--- config.mk ---
export PLATFORM = sky130hd
export DESIGN_NAME = adc_seq_ctrl
export DESIGN_NICKNAME = d
export VERILOG_FILES = /design/src/rtl/adc_seq_pkg.sv /design/src/rtl/adc_seq_pick.sv /design/src/rtl/adc_seq_bank.sv /design/src/rtl/adc_seq_irq.sv /design/src/rtl/adc_seq_ctrl.sv
export SDC_FILE = /design/constraint.sdc
export NUM_CORES = 1
export LEC_CHECK = 0
export BUFFER_PORTS_ARGS = -buffer_cell sky130_fd_sc_hd__buf_2
export CELL_PAD_IN_SITES_DETAIL_PLACEMENT = 1
export CELL_PAD_IN_SITES_GLOBAL_PLACEMENT = 2
export CORE_AREA = 5 5 98 100
export CTS_CLUSTER_DIAMETER = 200
export DETAILED_ROUTE_END_ITERATION = 10
export DIE_AREA = 0 0 103 105
export HOLD_SLACK_MARGIN = 0.15
export PLACE_DENSITY = 0.9
export SLEW_MARGIN = 20
export SYNTH_ARGS = -nofsm -noshare
export SYNTH_HDL_FRONTEND = slang
export SYNTH_HIERARCHICAL = 1
export SYNTH_SLANG_ARGS = --single-unit
--- constraint.sdc ---
create_clock -name clk -period 2.3 [get_ports clk]
set_input_delay 0.69 -clock clk [delete_from_list [all_inputs] [get_ports clk]]
set_output_delay 0.69 -clock clk [all_outputs]
set_load 0.01 [all_outputs]
--- src/rtl/adc_seq_pkg.sv ---
package adc_seq_pkg;

  typedef enum logic [2:0] {
    MD_FIXED     = 3'd0,
    MD_SCAN_ONCE = 3'd1,
    MD_SCAN_LOOP = 3'd2,
    MD_DUAL      = 3'd3,
    MD_STEP      = 3'd4
  } seq_mode_e;

  typedef enum logic [1:0] {
    ST_IDLE  = 2'd0,
    ST_ISSUE = 2'd1,
    ST_WAIT  = 2'd2
  } seq_state_e;

endpackage

--- src/rtl/adc_seq_pick.sv ---
// Finds the lowest set mask bit whose index is at or above a starting index.
module adc_seq_pick #(
  parameter int CH_N = 4,
  localparam int CW  = $clog2(CH_N)
) (
  input  logic [CH_N-1:0] mask,
  input  logic [CW:0]     from,
  output logic            found,
  output logic [CW-1:0]   ch
);

  always_comb begin
    found = 1'b0;
    ch    = '0;
    for (int i = CH_N - 1; i >= 0; i--) begin
      if (mask[i] && (int'(from) <= i)) begin
        found = 1'b1;
        ch    = CW'(i);
      end
    end
  end

endmodule

--- src/rtl/adc_seq_bank.sv ---
// Result register file with one indexed write port.
module adc_seq_bank #(
  parameter int N  = 4,
  parameter int DW = 8,
  localparam int IW = $clog2(N)
) (
  input  logic          clk,
  input  logic          rst_n,
  input  logic          wr_en,
  input  logic [IW-1:0] wr_idx,
  input  logic [DW-1:0] wr_data,
  output logic [N*DW-1:0] rd_flat
);

  for (genvar g = 0; g < N; g++) begin : g_slot
    logic          hit;
    logic [DW-1:0] val_q;

    assign hit = wr_en && (wr_idx == IW'(g));

    always_ff @(posedge clk or negedge rst_n) begin
      if (!rst_n) begin
        val_q <= '0;
      end else if (hit) begin
        val_q <= wr_data;
      end
    end

    assign rd_flat[g*DW +: DW] = val_q;
  end

endmodule

--- src/rtl/adc_seq_irq.sv ---
// Sticky interrupt flag; setting has priority over clearing.
module adc_seq_irq (
  input  logic clk,
  input  logic rst_n,
  input  logic set_i,
  input  logic clr_i,
  input  logic en_i,
  output logic flag_o,
  output logic irq_o
);

  logic flag_q;
  logic flag_d;

  always_comb begin
    flag_d = flag_q;
    if (clr_i) flag_d = 1'b0;
    if (set_i) flag_d = 1'b1;
  end

  always_ff @(posedge clk or negedge rst_n) begin
    if (!rst_n) flag_q <= 1'b0;
    else        flag_q <= flag_d;
  end

  assign flag_o = flag_q;
  assign irq_o  = flag_q & en_i;

endmodule

--- src/rtl/adc_seq_ctrl.sv ---
module adc_seq_ctrl
  import adc_seq_pkg::*;
#(
  parameter int CH_N = 4,
  parameter int DW   = 8,
  localparam int CW  = $clog2(CH_N)
) (
  input  logic             clk,
  input  logic             rst_n,
  input  logic [2:0]       cfg_mode,
  input  logic [CH_N-1:0]  cfg_mask,
  input  logic [CW-1:0]    cfg_fix_ch,
  input  logic [CW-1:0]    cfg_pair_a,
  input  logic [CW-1:0]    cfg_pair_b,
  input  logic             cfg_trig_timer,
  input  logic             cfg_irq_en,
  input  logic             cmd_start,
  input  logic             cmd_stop,
  input  logic             cmd_irq_clr,
  input  logic             tmr_ovf,
  output logic             conv_start,
  output logic [CW-1:0]    conv_ch,
  input  logic             conv_done,
  input  logic [DW-1:0]    conv_data,
  output logic [CH_N*DW-1:0] res_data,
  output logic             busy,
  output logic             irq_flag,
  output logic             irq
);

  // Reset: asserted asynchronously, released after two clock edges.
  logic [1:0] rsync_q;
  logic       srst_n;

  always_ff @(posedge clk or negedge rst_n) begin
    if (!rst_n) rsync_q <= 2'b00;
    else        rsync_q <= {rsync_q[0], 1'b1};
  end
  assign srst_n = rsync_q[1];

  // State and captured configuration.
  seq_state_e      st_q, st_d;
  logic [2:0]      mode_q, mode_d;
  logic [CH_N-1:0] mask_q, mask_d;
  logic [CW-1:0]   fix_q, fix_d;
  logic [CW-1:0]   pa_q, pa_d;
  logic [CW-1:0]   pb_q, pb_d;
  logic [CW-1:0]   ch_q, ch_d;
  logic [CW-1:0]   slot_q, slot_d;
  logic            stop_q, stop_d;
  logic [CW:0]     step_q, step_d;

  logic            start_evt;
  logic            start_ok;
  logic [CW-1:0]   first_ch;
  logic            wr_en;
  logic [CW-1:0]   wr_idx;
  logic            irq_set;
  logic            more;
  logic [CW-1:0]   nslot;

  // Channel pickers.
  logic          nxt_found, base_found, step_found, loop_found;
  logic [CW-1:0] nxt_ch, base_ch, step_ch, loop_ch;
  logic [CW:0]   after_cur;

  assign after_cur = (CW+1)'(ch_q) + (CW+1)'(1);

  adc_seq_pick #(.CH_N(CH_N)) u_pick_next (
    .mask(mask_q), .from(after_cur), .found(nxt_found), .ch(nxt_ch));
  adc_seq_pick #(.CH_N(CH_N)) u_pick_loop (
    .mask(mask_q), .from('0), .found(loop_found), .ch(loop_ch));
  adc_seq_pick #(.CH_N(CH_N)) u_pick_base (
    .mask(cfg_mask), .from('0), .found(base_found), .ch(base_ch));
  adc_seq_pick #(.CH_N(CH_N)) u_pick_step (
    .mask(cfg_mask), .from(step_q), .found(step_found), .ch(step_ch));

  assign start_evt = cfg_trig_timer ? tmr_ovf : cmd_start;

  // Admission check and first channel at start.
  always_comb begin
    start_ok = 1'b0;
    first_ch = '0;
    case (cfg_mode)
      MD_FIXED: begin
        start_ok = 1'b1;
        first_ch = cfg_fix_ch;
      end
      MD_DUAL: begin
        start_ok = 1'b1;
        first_ch = cfg_pair_a;
      end
      MD_SCAN_ONCE, MD_SCAN_LOOP: begin
        start_ok = base_found;
        first_ch = base_ch;
      end
      MD_STEP: begin
        start_ok = base_found;
        first_ch = step_found ? step_ch : base_ch;
      end
      default: begin
        start_ok = 1'b0;
        first_ch = '0;
      end
    endcase
  end

  assign nslot = slot_q + CW'(1);

  // Next-state logic.
  always_comb begin
    st_d    = st_q;
    mode_d  = mode_q;
    mask_d  = mask_q;
    fix_d   = fix_q;
    pa_d    = pa_q;
    pb_d    = pb_q;
    ch_d    = ch_q;
    slot_d  = slot_q;
    stop_d  = stop_q;
    step_d  = step_q;
    wr_en   = 1'b0;
    irq_set = 1'b0;
    more    = 1'b0;
    wr_idx  = ch_q;

    case (st_q)
      ST_IDLE: begin
        if (start_evt && start_ok) begin
          st_d   = ST_ISSUE;
          mode_d = cfg_mode;
          mask_d = cfg_mask;
          fix_d  = cfg_fix_ch;
          pa_d   = cfg_pair_a;
          pb_d   = cfg_pair_b;
          ch_d   = first_ch;
          slot_d = '0;
          stop_d = 1'b0;
        end
      end

      ST_ISSUE: begin
        st_d = ST_WAIT;
        if (cmd_stop) stop_d = 1'b1;
      end

      ST_WAIT: begin
        if (cmd_stop) stop_d = 1'b1;
        if (conv_done) begin
          wr_en = 1'b1;
          case (mode_q)
            MD_FIXED: begin
              wr_idx  = slot_q;
              irq_set = (slot_q == CW'(CH_N - 1));
              slot_d  = nslot;
              more    = 1'b1;
            end
            MD_DUAL: begin
              wr_idx  = slot_q;
              irq_set = (slot_q == CW'(CH_N - 1));
              slot_d  = nslot;
              ch_d    = nslot[0] ? pb_q : pa_q;
              more    = 1'b1;
            end
            MD_SCAN_ONCE: begin
              wr_idx = ch_q;
              if (nxt_found) begin
                ch_d = nxt_ch;
                more = 1'b1;
              end else begin
                irq_set = 1'b1;
              end
            end
            MD_SCAN_LOOP: begin
              wr_idx = ch_q;
              more   = 1'b1;
              if (nxt_found) begin
                ch_d = nxt_ch;
              end else begin
                irq_set = 1'b1;
                ch_d    = loop_found ? loop_ch : ch_q;
              end
            end
            default: begin
              wr_idx  = ch_q;
              irq_set = 1'b1;
              step_d  = after_cur;
            end
          endcase
          st_d = (more && !stop_d) ? ST_ISSUE : ST_IDLE;
        end
      end

      default: st_d = ST_IDLE;
    endcase
  end

  // Register process.
  always_ff @(posedge clk or negedge srst_n) begin
    if (!srst_n) begin
      st_q   <= ST_IDLE;
      mode_q <= '0;
      mask_q <= '0;
      fix_q  <= '0;
      pa_q   <= '0;
      pb_q   <= '0;
      ch_q   <= '0;
      slot_q <= '0;
      stop_q <= 1'b0;
      step_q <= '0;
    end else begin
      st_q   <= st_d;
      mode_q <= mode_d;
      mask_q <= mask_d;
      fix_q  <= fix_d;
      pa_q   <= pa_d;
      pb_q   <= pb_d;
      ch_q   <= ch_d;
      slot_q <= slot_d;
      stop_q <= stop_d;
      step_q <= step_d;
    end
  end

  adc_seq_bank #(.N(CH_N), .DW(DW)) u_bank (
    .clk     (clk),
    .rst_n   (srst_n),
    .wr_en   (wr_en),
    .wr_idx  (wr_idx),
    .wr_data (conv_data),
    .rd_flat (res_data)
  );

  adc_seq_irq u_irq (
    .clk    (clk),
    .rst_n  (srst_n),
    .set_i  (irq_set),
    .clr_i  (cmd_irq_clr),
    .en_i   (cfg_irq_en),
    .flag_o (irq_flag),
    .irq_o  (irq)
  );

  assign conv_start = (st_q == ST_ISSUE);
  assign conv_ch    = ch_q;
  assign busy       = (st_q != ST_IDLE);

endmodule

Word-level counts from Yosys, hierarchy flattened. Cells that the tools add are included.

Register bits: 56. Logic and storage cells: 153.

Add/sub/neg operators: 2. Order comparisons: 8. Equal/unequal tests: 19. Mux-type cells: 71. Bitwise logic cells: 2. Reductions and logical operators: 36.

Operator list (count): 2-bit two-way mux (31); 1-bit two-way mux (31); 1-bit logical AND (14); 3-bit by 2-bit equality test with 1-bit output, second input constant (4); 3-bit by 1-bit <= comparator with 1-bit output, second input constant (4); 3-bit by 2-bit <= comparator with 1-bit output, second input constant (4); 2-bit one-hot mux with 3 select lines (2); 2-bit equality test, second input constant (4); 2-bit one-hot mux with 2 select lines (2); 2-bit one-hot mux with 4 select lines (1); 2-bit OR reduction (4); 3-bit by 1-bit equality test with 1-bit output, second input constant (2); 3-bit zero test (2); 2-bit inequality test, second input constant (3); 1-bit one-hot mux with 2 select lines (3); 2-bit AND reduction (3); 6-bit AND reduction (1); 2-bit nonzero test (3); 3-bit OR reduction (2); 2-bit by 1-bit equality test with 1-bit output, second input constant (2); 2-bit zero test (2); 4-bit by 2-bit inequality test with 1-bit output, second input constant (1); 4-bit inequality test, second input constant (1); 4-bit AND reduction (1); 11 further kinds (11).

Longest topological paths before layout. Gate-level depths: netlist (run 1).

Word-level depth: 15. Gate-level depth with buffers: 8.

By module. The synthesis (run 1) kept the hierarchy.

Modules (own cells, without submodules): adc_seq_ctrl (times used 1, cells each 135, area an instance 1421.4 um^2); adc_seq_bank (times used 1, cells each 68, area an instance 1212.4 um^2); adc_seq_pick (times used 4, cells each 11, area an instance 67.6 um^2); adc_seq_irq (times used 1, cells each 4, area an instance 42.5 um^2).

Worst setup path after synthesis (run 1). No wires, ideal clock.

Kind: register to register. Start point: register ch_q[0] (netlist: conv_ch[0]). End point: register ch_q[1] (netlist: conv_ch[1]). Setup time: 95 ps. Data arrival time: 2253 ps. Required time: 2205 ps. Setup slack: -49 ps. Stages on the path, launching flop included: 9. Path buffers: 0. Period minus slack after synthesis: 2349 ps. Cells stage by stage: dfrtp_1 -> ha_1 -> a21bo_1 -> a21o_1 -> nand2_1 -> a21oi_1 -> o32a_1 -> or3_1 -> o31ai_1.

Longest elaborated chain between the ends: 11.

RTL lines: start: declaration (line adc_seq_ctrl.sv:48) `logic [CW-1:0] ch_q, ch_d;`; start signal: assignment (line adc_seq_ctrl.sv:218) `ch_q <= ch_d;`; 2-bit by 1-bit adder with 3-bit output (*) (line adc_seq_ctrl.sv:67) `assign after_cur = (CW+1)'(ch_q) + (CW+1)'(1);`; via after_cur[1] (line adc_seq_ctrl.sv:65) `logic [CW:0] after_cur;`; 3-bit by 2-bit <= comparator with 1-bit output (line adc_seq_pick.sv:16) `if (mask[i] && (int'(from) <= i)) begin`; 1-bit logical AND (line adc_seq_pick.sv:16); 1-bit two-way mux (3 in a row) (line adc_seq_pick.sv:16); 1-bit two-way mux (*) (line adc_seq_pick.sv:16); via nxt_found (line adc_seq_ctrl.sv:63) `logic nxt_found, base_found, step_found, loop_found;`; 2-bit two-way mux (line adc_seq_ctrl.sv:177) `if (nxt_found) begin`; 2-bit one-hot mux with 3 select lines (line adc_seq_ctrl.sv:151) `case (mode_q)`; 2-bit two-way mux (line adc_seq_ctrl.sv:149) `if (conv_done) begin`; 2-bit one-hot mux with 2 select lines (line adc_seq_ctrl.sv:127) `case (st_q)`.

Mark *: on every way through the listed nets, which the timed path passes. The rest lies on a longest branch. The select of a mux whose other input is x is not followed. A chain may end at the register's enable or synchronous reset.

Worst setup path after layout (run 1).
Start point: register ch_q[0] (netlist: conv_ch[0]). End point: register ch_q[0] (netlist: conv_ch[0]).

Same word-level chain as after synthesis.

==> qor_table.md, run 1 <==
| Quantity | Value |
|---|---|
| Status | complete, but fails checks |
| Violated checks | negative setup slack |
| Tcrit/Tclk final | 101% |
| FF-to-FF setup slack | -0.02 ns |
| Number of antenna diodes | 0 |
| Global-route wire length before repair | 12.7 mm |
| Hold depth | 0 |
| Final weighted congestion in routability-driven placement | 0.842 |
| IR Drop Worst-Case VDD | 0.550 mV |
| Number of synthesis warnings | 6 |
| CTS sink cnt | 56 |
| # nets final | 391 |
| Sum of routed wire length over all layers | 7.76 mm |
| Flop and latch count out of synthesis | 56 |
| Clk pin slew, worst setup/hold paths | 0.11 ns |
| Cells on worst reg2reg path | 9 |
| Slew of the pin with the lowest slew margin | 0.681 ns |
| Required arrival time at the worst endpoint | 2.49 ns |
| Relative slew slack | 54.6% |
| Register area share after synthesis | 47.6% |
| Placed cell areas | 3600 um^2 |
| Classification of the worst-slack hold path | reg2reg |
| Max H-tree Level | 2 |
| DRC violation count after routing | 0 |
| Total negative slack | -0.0158 ns |
| Mapped Avg Cell Area | 11.7 um^2 |
| Post-Syn Area | 2950 um^2 |
| Classification of the worst setup path | reg2reg |
| Unique cell type count in the Yosys netlist | 51 |
| Data arrival time of the critical path | 2.51 ns |
| Effective utilization at floorplan | 34.3% |
| Number of port buffers | 67 |
| Worst Hold Launch | rsync_q[0] |
| Total CTS buffers | 5 |
| Wire length per cell | 16.7 um |
| Max-slew violations | 0 |
| Number of antenna-violating nets in the routed design | 0 |
| Leakage dissipation | 1.92 nW |
| Max-Cap Viols | 0 |
| Largest fanout on the critical path | 4 |
| Setup repair after global routing missed its margin | true |
| Average vias per placed instance | 4.94 |
| F_max | 432 MHz |
| CTS tree | yes |
| Starting DRC count in detailed routing | 27 |
| Time the worst path needs with I/O delays and setup | 2.32 ns |
| Synth-to-layout area growth | 28.2% |
| Area enclosed by the die boundary | 10800 um^2 |
| Skew final | 0.00663 ns |
| Destination of the worst hold path | rsync_q[1] |
| Floorplan Core Area | 8590 um^2 |
| Pwr/cell area | 1250 nW/um^2 |
| Largest cells by area after synthesis | sky130_fd_sc_hd__dfrtp_1 (48%), sky130_fd_sc_hd__mux2_2 (19%), sky130_fd_sc_hd__ha_1 (2.5%) |
| Critical path endpoint category | register |
| Remaining global-route overflow | 0 |
| Number of antenna violations at the first check in global routing | 0 |
| Critical Path Start Type | register |
| Clock latency at the later pin of the worst-skew pair | 0.32 ns |
| Hold violation count in the final report | 0 |
| FF-to-FF Start | conv_ch[0] |
| Largest buffer count on any clock path | 2 |
| DIE HEIGHT | 105 um |
| Number of iterations in the first detailed-routing pass | 4 |
| Largest net degree at the start of global routing | 55 |
| Horizontal die dimension | 103 um |
| Clock root cell | sky130_fd_sc_hd__clkbuf_8 |
| Proportion of netlist area held by the largest area contributor | 47.6% |
| Half-perimeter wire length after detailed placement | 6.01 mm |
| Gate count after technology mapping | 251 |
| Worst flop-to-flop path endpoint | conv_ch[0] |
| Share of layout cells above drive strength 1 | 46.6% |
| Finished layout cell area | 3780 um^2 |
| Global router's overall resource usage | 14.7% |
| Vias | 2294 |
| Final-report setup violation count | 1 |
| Number of global-route vias before repair | 2507 |
| Slack of the critical path | -0.0158 ns |
| # IOs | 68 |
| Number of rows in the core area | 34 |
| Library cell with the largest summed area after synthesis | sky130_fd_sc_hd__dfrtp_1 |
[cells by family (layout without fill, tap and decap cells)]
| group | Yosys count | count (layout) | synth area share [%] |
|---|---|---|---|
| multiplexers | 56 | 56 | 21.1 |
| adder cells (fa/ha/maj) | 6 | 6 | 2.55 |
| XOR/XNOR | 2 | 2 | 0.595 |
| buffers and inverters | 25 | 115 | 3.65 |
| flip-flops | 56 | 56 | 47.6 |
| AO/OA/AOI/OAI | 61 | 61 | 15.0 |
| AND/OR/NAND/NOR | 43 | 43 | 9.26 |
| other | 2 | 17 | 0.255 |
[layout make-up]
class                           count  area (um^2)
Clock buffer                        5         68.8
Fill cell                         988         4820
Clock inverter                      3         50.0
Sequential cell                    56         1400
Inverter                           19         71.3
Tap cell                          108          135
Multi-Input combinational cell    185         1530
Timing Repair Buffer               88          520
[power by group]
group          internal [W]  switching, W  total [W]  leakage (nW)
combinational       0.00117       0.00115    0.00231          1.15
clock              0.000337      0.000364   0.000701        0.0607
sequential          0.00140      0.000298    0.00169         0.702
total               0.00290       0.00181    0.00471          1.92
[worst max-delay path: stages, from the launching register on]
cell	delay, ns
sky130_fd_sc_hd__dfrtp_2	0.45
sky130_fd_sc_hd__ha_4	0.26
sky130_fd_sc_hd__a21bo_1	0.18
sky130_fd_sc_hd__a21o_1	0.18
sky130_fd_sc_hd__nand2_2	0.08
sky130_fd_sc_hd__a21oi_1	0.07
sky130_fd_sc_hd__o32a_1	0.39
sky130_fd_sc_hd__buf_4	0.15
sky130_fd_sc_hd__o31ai_1	0.31
sky130_fd_sc_hd__o31ai_2	0.12
[stage by stage]
stage / hold WS (ns) / power, W / utilization (%) / worst slack (ns) / cells
after CTS: 0.370 / 0.00469 / 43.6 / 0.00994 / 462
final: 0.369 / 0.00471 / 43.9 / -0.0158 / 464
after global placement: 0.338 / 0.00384 / 41.9 / 0.00504 / 451
after global routing: 0.389 / 0.00507 / 43.9 / -0.104 / 464
after floorplan: 0.331 / 0.00308 / - / 0.0594 / 266
after detailed placement: 0.344 / 0.00395 / 41.9 / -0.0726 / 451
[registers in the layout, summed over array words and instances (netlist names), 3 cells and up]
signal and cells:
mode_q 3, u_bank/g_slot.val_q 32, step_q 3, mask_q 4
[timing repair]
item | in CTS | in global routing
hold endpoints to repair | 2 | 0
setup buffers | 2 | 2
pin swaps | 0 | 3
gates resized for setup | 2 | 3
endpoints found under the setup margin | 2 | 29
hold buffers | 1 | 0
[synthesized netlist by cell type, drive strengths merged]
cell type / instances
inv: 19
nor3b: 1
mux2: 49
ha: 6
o21ai: 9
mux2i: 7
o211ai: 2
o41ai: 2
a22oi: 4
conb: 2
a31o: 2
nand3: 4
o32a: 1
clkbuf: 3
nor3: 1
nor4: 1
or3: 1
nand3b: 4
a211oi: 6
a32o: 1
nand2: 8
a211o: 1
and2: 1
nand2b: 2
nor2b: 8
o31a: 1
a221oi: 1
o21a: 4
o21bai: 1
and2b: 1
o31ai: 4
nor2: 10
and3: 1
o2111ai: 1
xor2: 2
dfrtp: 56
a31oi: 2
a21o: 5
buf: 3
a21bo: 5
a22o: 1
a21oi: 8
[layer usage]
metal | share of wire, % | vias up | track usage, %
met5 | 0 | - | 0
met4 | 0.68 | 0 | 2.41
met3 | 5.7 | 4 | 4.40
li1 | - | 1098 | -
met2 | 49 | 49 | 24.7
met1 | 44 | 1143 | 19.0
[worst max path at each step]
stage	end	start	depth (start not counted)	slack [ns]
2_1_floorplan	conv_ch[1]	conv_ch[0]	8	0.06
3_3_place_gp	conv_ch[1]	cfg_mask[2]	8	0.005
3_5_place_dp	conv_ch[1]	cfg_mask[2]	8	-0.07
4_1_cts	conv_ch[1]	conv_ch[0]	8	0.01
5_1_grt	conv_ch[0]	conv_ch[0]	9	-0.10
6_report	conv_ch[0]	conv_ch[0]	9	-0.02
[layout by cell type (no fill, tap or decap), types with 3 or more instances in the layout]
master / count
sky130_fd_sc_hd__a211oi_1: 6
sky130_fd_sc_hd__a21bo_1: 4
sky130_fd_sc_hd__a21o_1: 5
sky130_fd_sc_hd__a21oi_1: 8
sky130_fd_sc_hd__a22oi_1: 4
sky130_fd_sc_hd__buf_2: 67
sky130_fd_sc_hd__buf_4: 18
sky130_fd_sc_hd__clkbuf_8: 5
sky130_fd_sc_hd__conb_1: 17
sky130_fd_sc_hd__dfrtp_1: 54
sky130_fd_sc_hd__ha_1: 5
sky130_fd_sc_hd__inv_1: 19
sky130_fd_sc_hd__mux2_2: 49
sky130_fd_sc_hd__mux2i_1: 7
sky130_fd_sc_hd__nand2_1: 7
sky130_fd_sc_hd__nand3_1: 3
sky130_fd_sc_hd__nor2_1: 9
sky130_fd_sc_hd__nor2b_1: 4
sky130_fd_sc_hd__nor2b_2: 4
sky130_fd_sc_hd__o21a_1: 4
sky130_fd_sc_hd__o21ai_0: 5
sky130_fd_sc_hd__o21ai_1: 4
No activity file was read; power rests on OpenSTA's default activity.
==> run 2: changes to the inputs <==
--- a/config.mk
+++ b/config.mk
@@ -5,13 +5,15 @@
 export SDC_FILE = /design/constraint.sdc
 export NUM_CORES = 1
 export LEC_CHECK = 0
+export ABC_CLOCK_PERIOD_IN_PS = 2300
 export BUFFER_PORTS_ARGS = -buffer_cell sky130_fd_sc_hd__buf_2
 export CELL_PAD_IN_SITES_DETAIL_PLACEMENT = 1
 export CELL_PAD_IN_SITES_GLOBAL_PLACEMENT = 2
-export CORE_AREA = 5 5 98 100
+export CORE_AREA = 2 2 95 97
 export CTS_CLUSTER_DIAMETER = 200
 export DETAILED_ROUTE_END_ITERATION = 10
-export DIE_AREA = 0 0 103 105
+export DIE_AREA = 0 0 97 99
+export GPL_TIMING_DRIVEN = 0
 export HOLD_SLACK_MARGIN = 0.15
 export PLACE_DENSITY = 0.9
 export SLEW_MARGIN = 20
==> run 2 against run 1 <==
- the run now ends clean
- largest cell class unchanged
- combinational power rose by 2%
- fmax rose by 2.3%
- clock power grew 7.7%
- sequential power barely moved
- critical path type unchanged
- first-iteration DRC count is 70% higher
==> qor_table.md, run 2 (same netlist as run 1, synthesis figures left out) <==
| Quantity | Value | Delta |
|---|---|---|
| Total CTS buffers | 5 | unchanged |
| Sequential cell area in the final layout | 1410 um^2 | was 1400 um^2 |
| Final-report setup violation count | 0 | was 1 |
| Pwr/cell area | 1270 nW/um^2 | was 1250 nW/um^2 |
| Share of total power in the clock network | 15.7% | was 14.9% |
| Final weighted congestion in routability-driven placement | 0.829 | was 0.842 |
| Combinational share of power | 48.7% | was 49.1% |
| Fillers | 957 | was 988 |
| Classification of the worst setup path | reg2reg | unchanged |
| Number of rows in the core area | 34 | unchanged |
| Sum of routed wire length over all layers | 7.56 mm | was 7.76 mm |
| Number of antenna-violating nets in the routed design | 0 | unchanged |
| Critical path endpoint category | register | unchanged |
| Largest fanout on the critical path | 6 | was 4 |
| Commonest non-fill, non-tap cells in the layout | sky130_fd_sc_hd__buf_2 (66), sky130_fd_sc_hd__dfrtp_1 (53), sky130_fd_sc_hd__mux2_2 (48), sky130_fd_sc_hd__inv_1 (19), sky130_fd_sc_hd__conb_1 (17) | was sky130_fd_sc_hd__buf_2 (67), sky130_fd_sc_hd__dfrtp_1 (54), sky130_fd_sc_hd__mux2_2 (49), sky130_fd_sc_hd__inv_1 (19), sky130_fd_sc_hd__buf_4 (18) |
| P_sw | 0.00181 W | about the same |
| Classification of the worst-slack hold path | reg2reg | unchanged |
| Setup repair after global routing missed its margin | true | unchanged |
| Largest buffer count on any clock path | 2 | unchanged |
| Skew final | 0.00793 ns | was 0.00663 ns |
| Half-perimeter wire length after detailed placement | 5.64 mm | was 6.01 mm |
| Effective utilization at floorplan | 34.5% | was 34.3% |
| Clk pin slew, worst setup/hold paths | 0.10 ns | was 0.11 ns |
| Footprint of the multi-input gates | 1590 um^2 | was 1530 um^2 |
| Number of global-route vias before repair | 2556 | was 2507 |
| Synth-to-layout area growth | 29.2% | was 28.2% |
| Clock latency at the later pin of the worst-skew pair | 0.31 ns | was 0.32 ns |
| Part of the power in registers | 35.6% | was 36.0% |
| Internal Dissipation | 0.00301 W | was 0.00290 W |
| Share of layout cells above drive strength 1 | 47.0% | was 46.6% |
| Max reg flops | 32 | unchanged |
| Vias | 2306 | was 2294 |
| Global router's overall resource usage | 15.7% | was 14.7% |
| Number of antenna diodes | 0 | unchanged |
| Number of iterations in the first detailed-routing pass | 4 | unchanged |
| Wire length per cell | 16.5 um | was 16.7 um |
| F_max | 442 MHz | was 432 MHz |
| IR Drop Worst-Case VDD | 0.621 mV | was 0.550 mV |
| Data arrival time of the critical path | 2.45 ns | was 2.51 ns |
| Largest Register | u_bank/g_slot.val_q | unchanged |
| Average vias per placed instance | 5.02 | was 4.94 |
| CTS sink cnt | 56 | unchanged |
| Time the worst path needs with I/O delays and setup | 2.26 ns | was 2.32 ns |
| Relative slew slack | 53.0% | was 54.6% |
| Most common cell after layout, fill and taps aside | sky130_fd_sc_hd__buf_2 | unchanged |
| Floorplan Core Area | 8550 um^2 | was 8590 um^2 |
| Largest net degree at the start of global routing | 55 | unchanged |
| Slew of the pin with the lowest slew margin | 0.705 ns | was 0.681 ns |
| Number of antenna violations at the first check in global routing | 0 | unchanged |
| Global-route wire length before repair | 12.3 mm | was 12.7 mm |
| Switching power as a share of total power | 37.6% | was 38.4% |
| Leakage dissipation | 1.92 nW | about the same |
| Starting DRC count in detailed routing | 46 | was 27 |
| Max H-tree Level | 2 | unchanged |
| Largest registers | u_bank/g_slot.val_q x32, mask_q x4 | unchanged |
| Max-Cap Viols | 0 | unchanged |
| Post-layout power | 0.00482 W | was 0.00471 W |
| DRC violation count after routing | 0 | unchanged |
| CTS tree | yes | unchanged |
| Tcrit/Tclk final | 98.4% | was 101% |
| Hold violation count in the final report | 0 | unchanged |
| Total negative slack | 0 ns | was -0.0158 ns |
| # IOs | 68 | unchanged |
| # nets final | 386 | was 391 |
| Clock root cell | sky130_fd_sc_hd__clkbuf_8 | unchanged |
| Horizontal die dimension | 97 um | was 103 um |
| Area enclosed by the die boundary | 9600 um^2 | was 10800 um^2 |
| Max-slew violations | 0 | unchanged |
| Critical Path Start Type | register | unchanged |
| Required arrival time at the worst endpoint | 2.49 ns | about the same |
| Remaining global-route overflow | 0 | unchanged |
| DIE HEIGHT | 99 um | was 105 um |
| Number of port buffers | 65 | was 67 |
| Status | completed | was complete, but fails checks |
[run 2: cell count changes in the layout (fill, tap and decap cells not counted), moves of 2 or more]
cell,change
sky130_fd_sc_hd__buf_4,-7
sky130_fd_sc_hd__o31ai_1,-2
sky130_fd_sc_hd__clkbuf_1,+2
sky130_fd_sc_hd__clkbuf_2,+2
[run 2: routing by layer]
metal,track usage (%),vias to the layer above,share of wire (%)
met4,2.60,0,0.64
met3,4.68,5,5.9
met2,29.0,51,52
met5,0,-,0
met1,18.1,1167,41
li1,-,1083,-
[run 2: path summary, 6_finish.rpt]
path                       slack, ns  startpoint  depth (start not counted)         end
max                             0.04  conv_ch[1]                          9  conv_ch[0]
min                             0.37  rsync_q[0]                          0  rsync_q[1]
max reg2reg                     0.04  conv_ch[1]                          9  conv_ch[0]
min reg2reg                     0.37  rsync_q[0]                          0  rsync_q[1]
max in group asynchronous       1.40  rsync_q[1]                          0  conv_ch[0]
min in group asynchronous       0.39  rsync_q[1]                          0     pb_q[1]
[run 2: critical path, stage by stage (launching register included)]
cell                      delay [ns]
sky130_fd_sc_hd__dfrtp_2        0.45
sky130_fd_sc_hd__ha_4           0.26
sky130_fd_sc_hd__a21bo_1        0.17
sky130_fd_sc_hd__a21o_1         0.19
sky130_fd_sc_hd__nand2_4        0.09
sky130_fd_sc_hd__a21oi_1        0.07
sky130_fd_sc_hd__o32a_1         0.37
sky130_fd_sc_hd__buf_4          0.15
sky130_fd_sc_hd__o31ai_2        0.27
sky130_fd_sc_hd__o31ai_4        0.11
[run 2: area by class of cell]
cell class,instances,share of cell area (%)
Multi-Input combinational cell,185,41.8
Sequential cell,56,37.0
Timing Repair Buffer,77,11.3
Tap cell,108,3.55
Clock buffer,6,1.91
Inverter,19,1.87
Clock inverter,2,1.58
Buffer,6,0.986
[run 2: what timing repair did]
action | CTS | global route
hold buffers | 1 | 0
resized for setup | 11 | 8
hold endpoints to repair | 2 | 0
setup buffers | 4 | 7
pin swaps | 3 | 5
endpoints found under the setup margin | 34 | 10
[run 2: stage by stage]
step                hold WS, ns  instance area [um^2]  setup slack [ns]  util, %  instances
floorplan                 0.331                  3020            0.0594        -        266
global placement          0.337                  3480            -0.338     40.7        439
detailed placement        0.340                  3480            -0.347     40.7        439
CTS                       0.369                  3710           0.00807     43.3        452
global route              0.392                  3810           -0.0422     44.5        459
finish                    0.371                  3810            0.0364     44.5        459
[run 2: power by group through the flow]
stage	logic, W	clock network, W	registers (W)
finish	0.00235	0.000755	0.00172
global route	0.00256	0.000810	0.00178
CTS	0.00215	0.000778	0.00173
detailed placement	0.00204	0	0.00174
global placement	0.00198	0	0.00170
floorplan	0.00130	0	0.00178
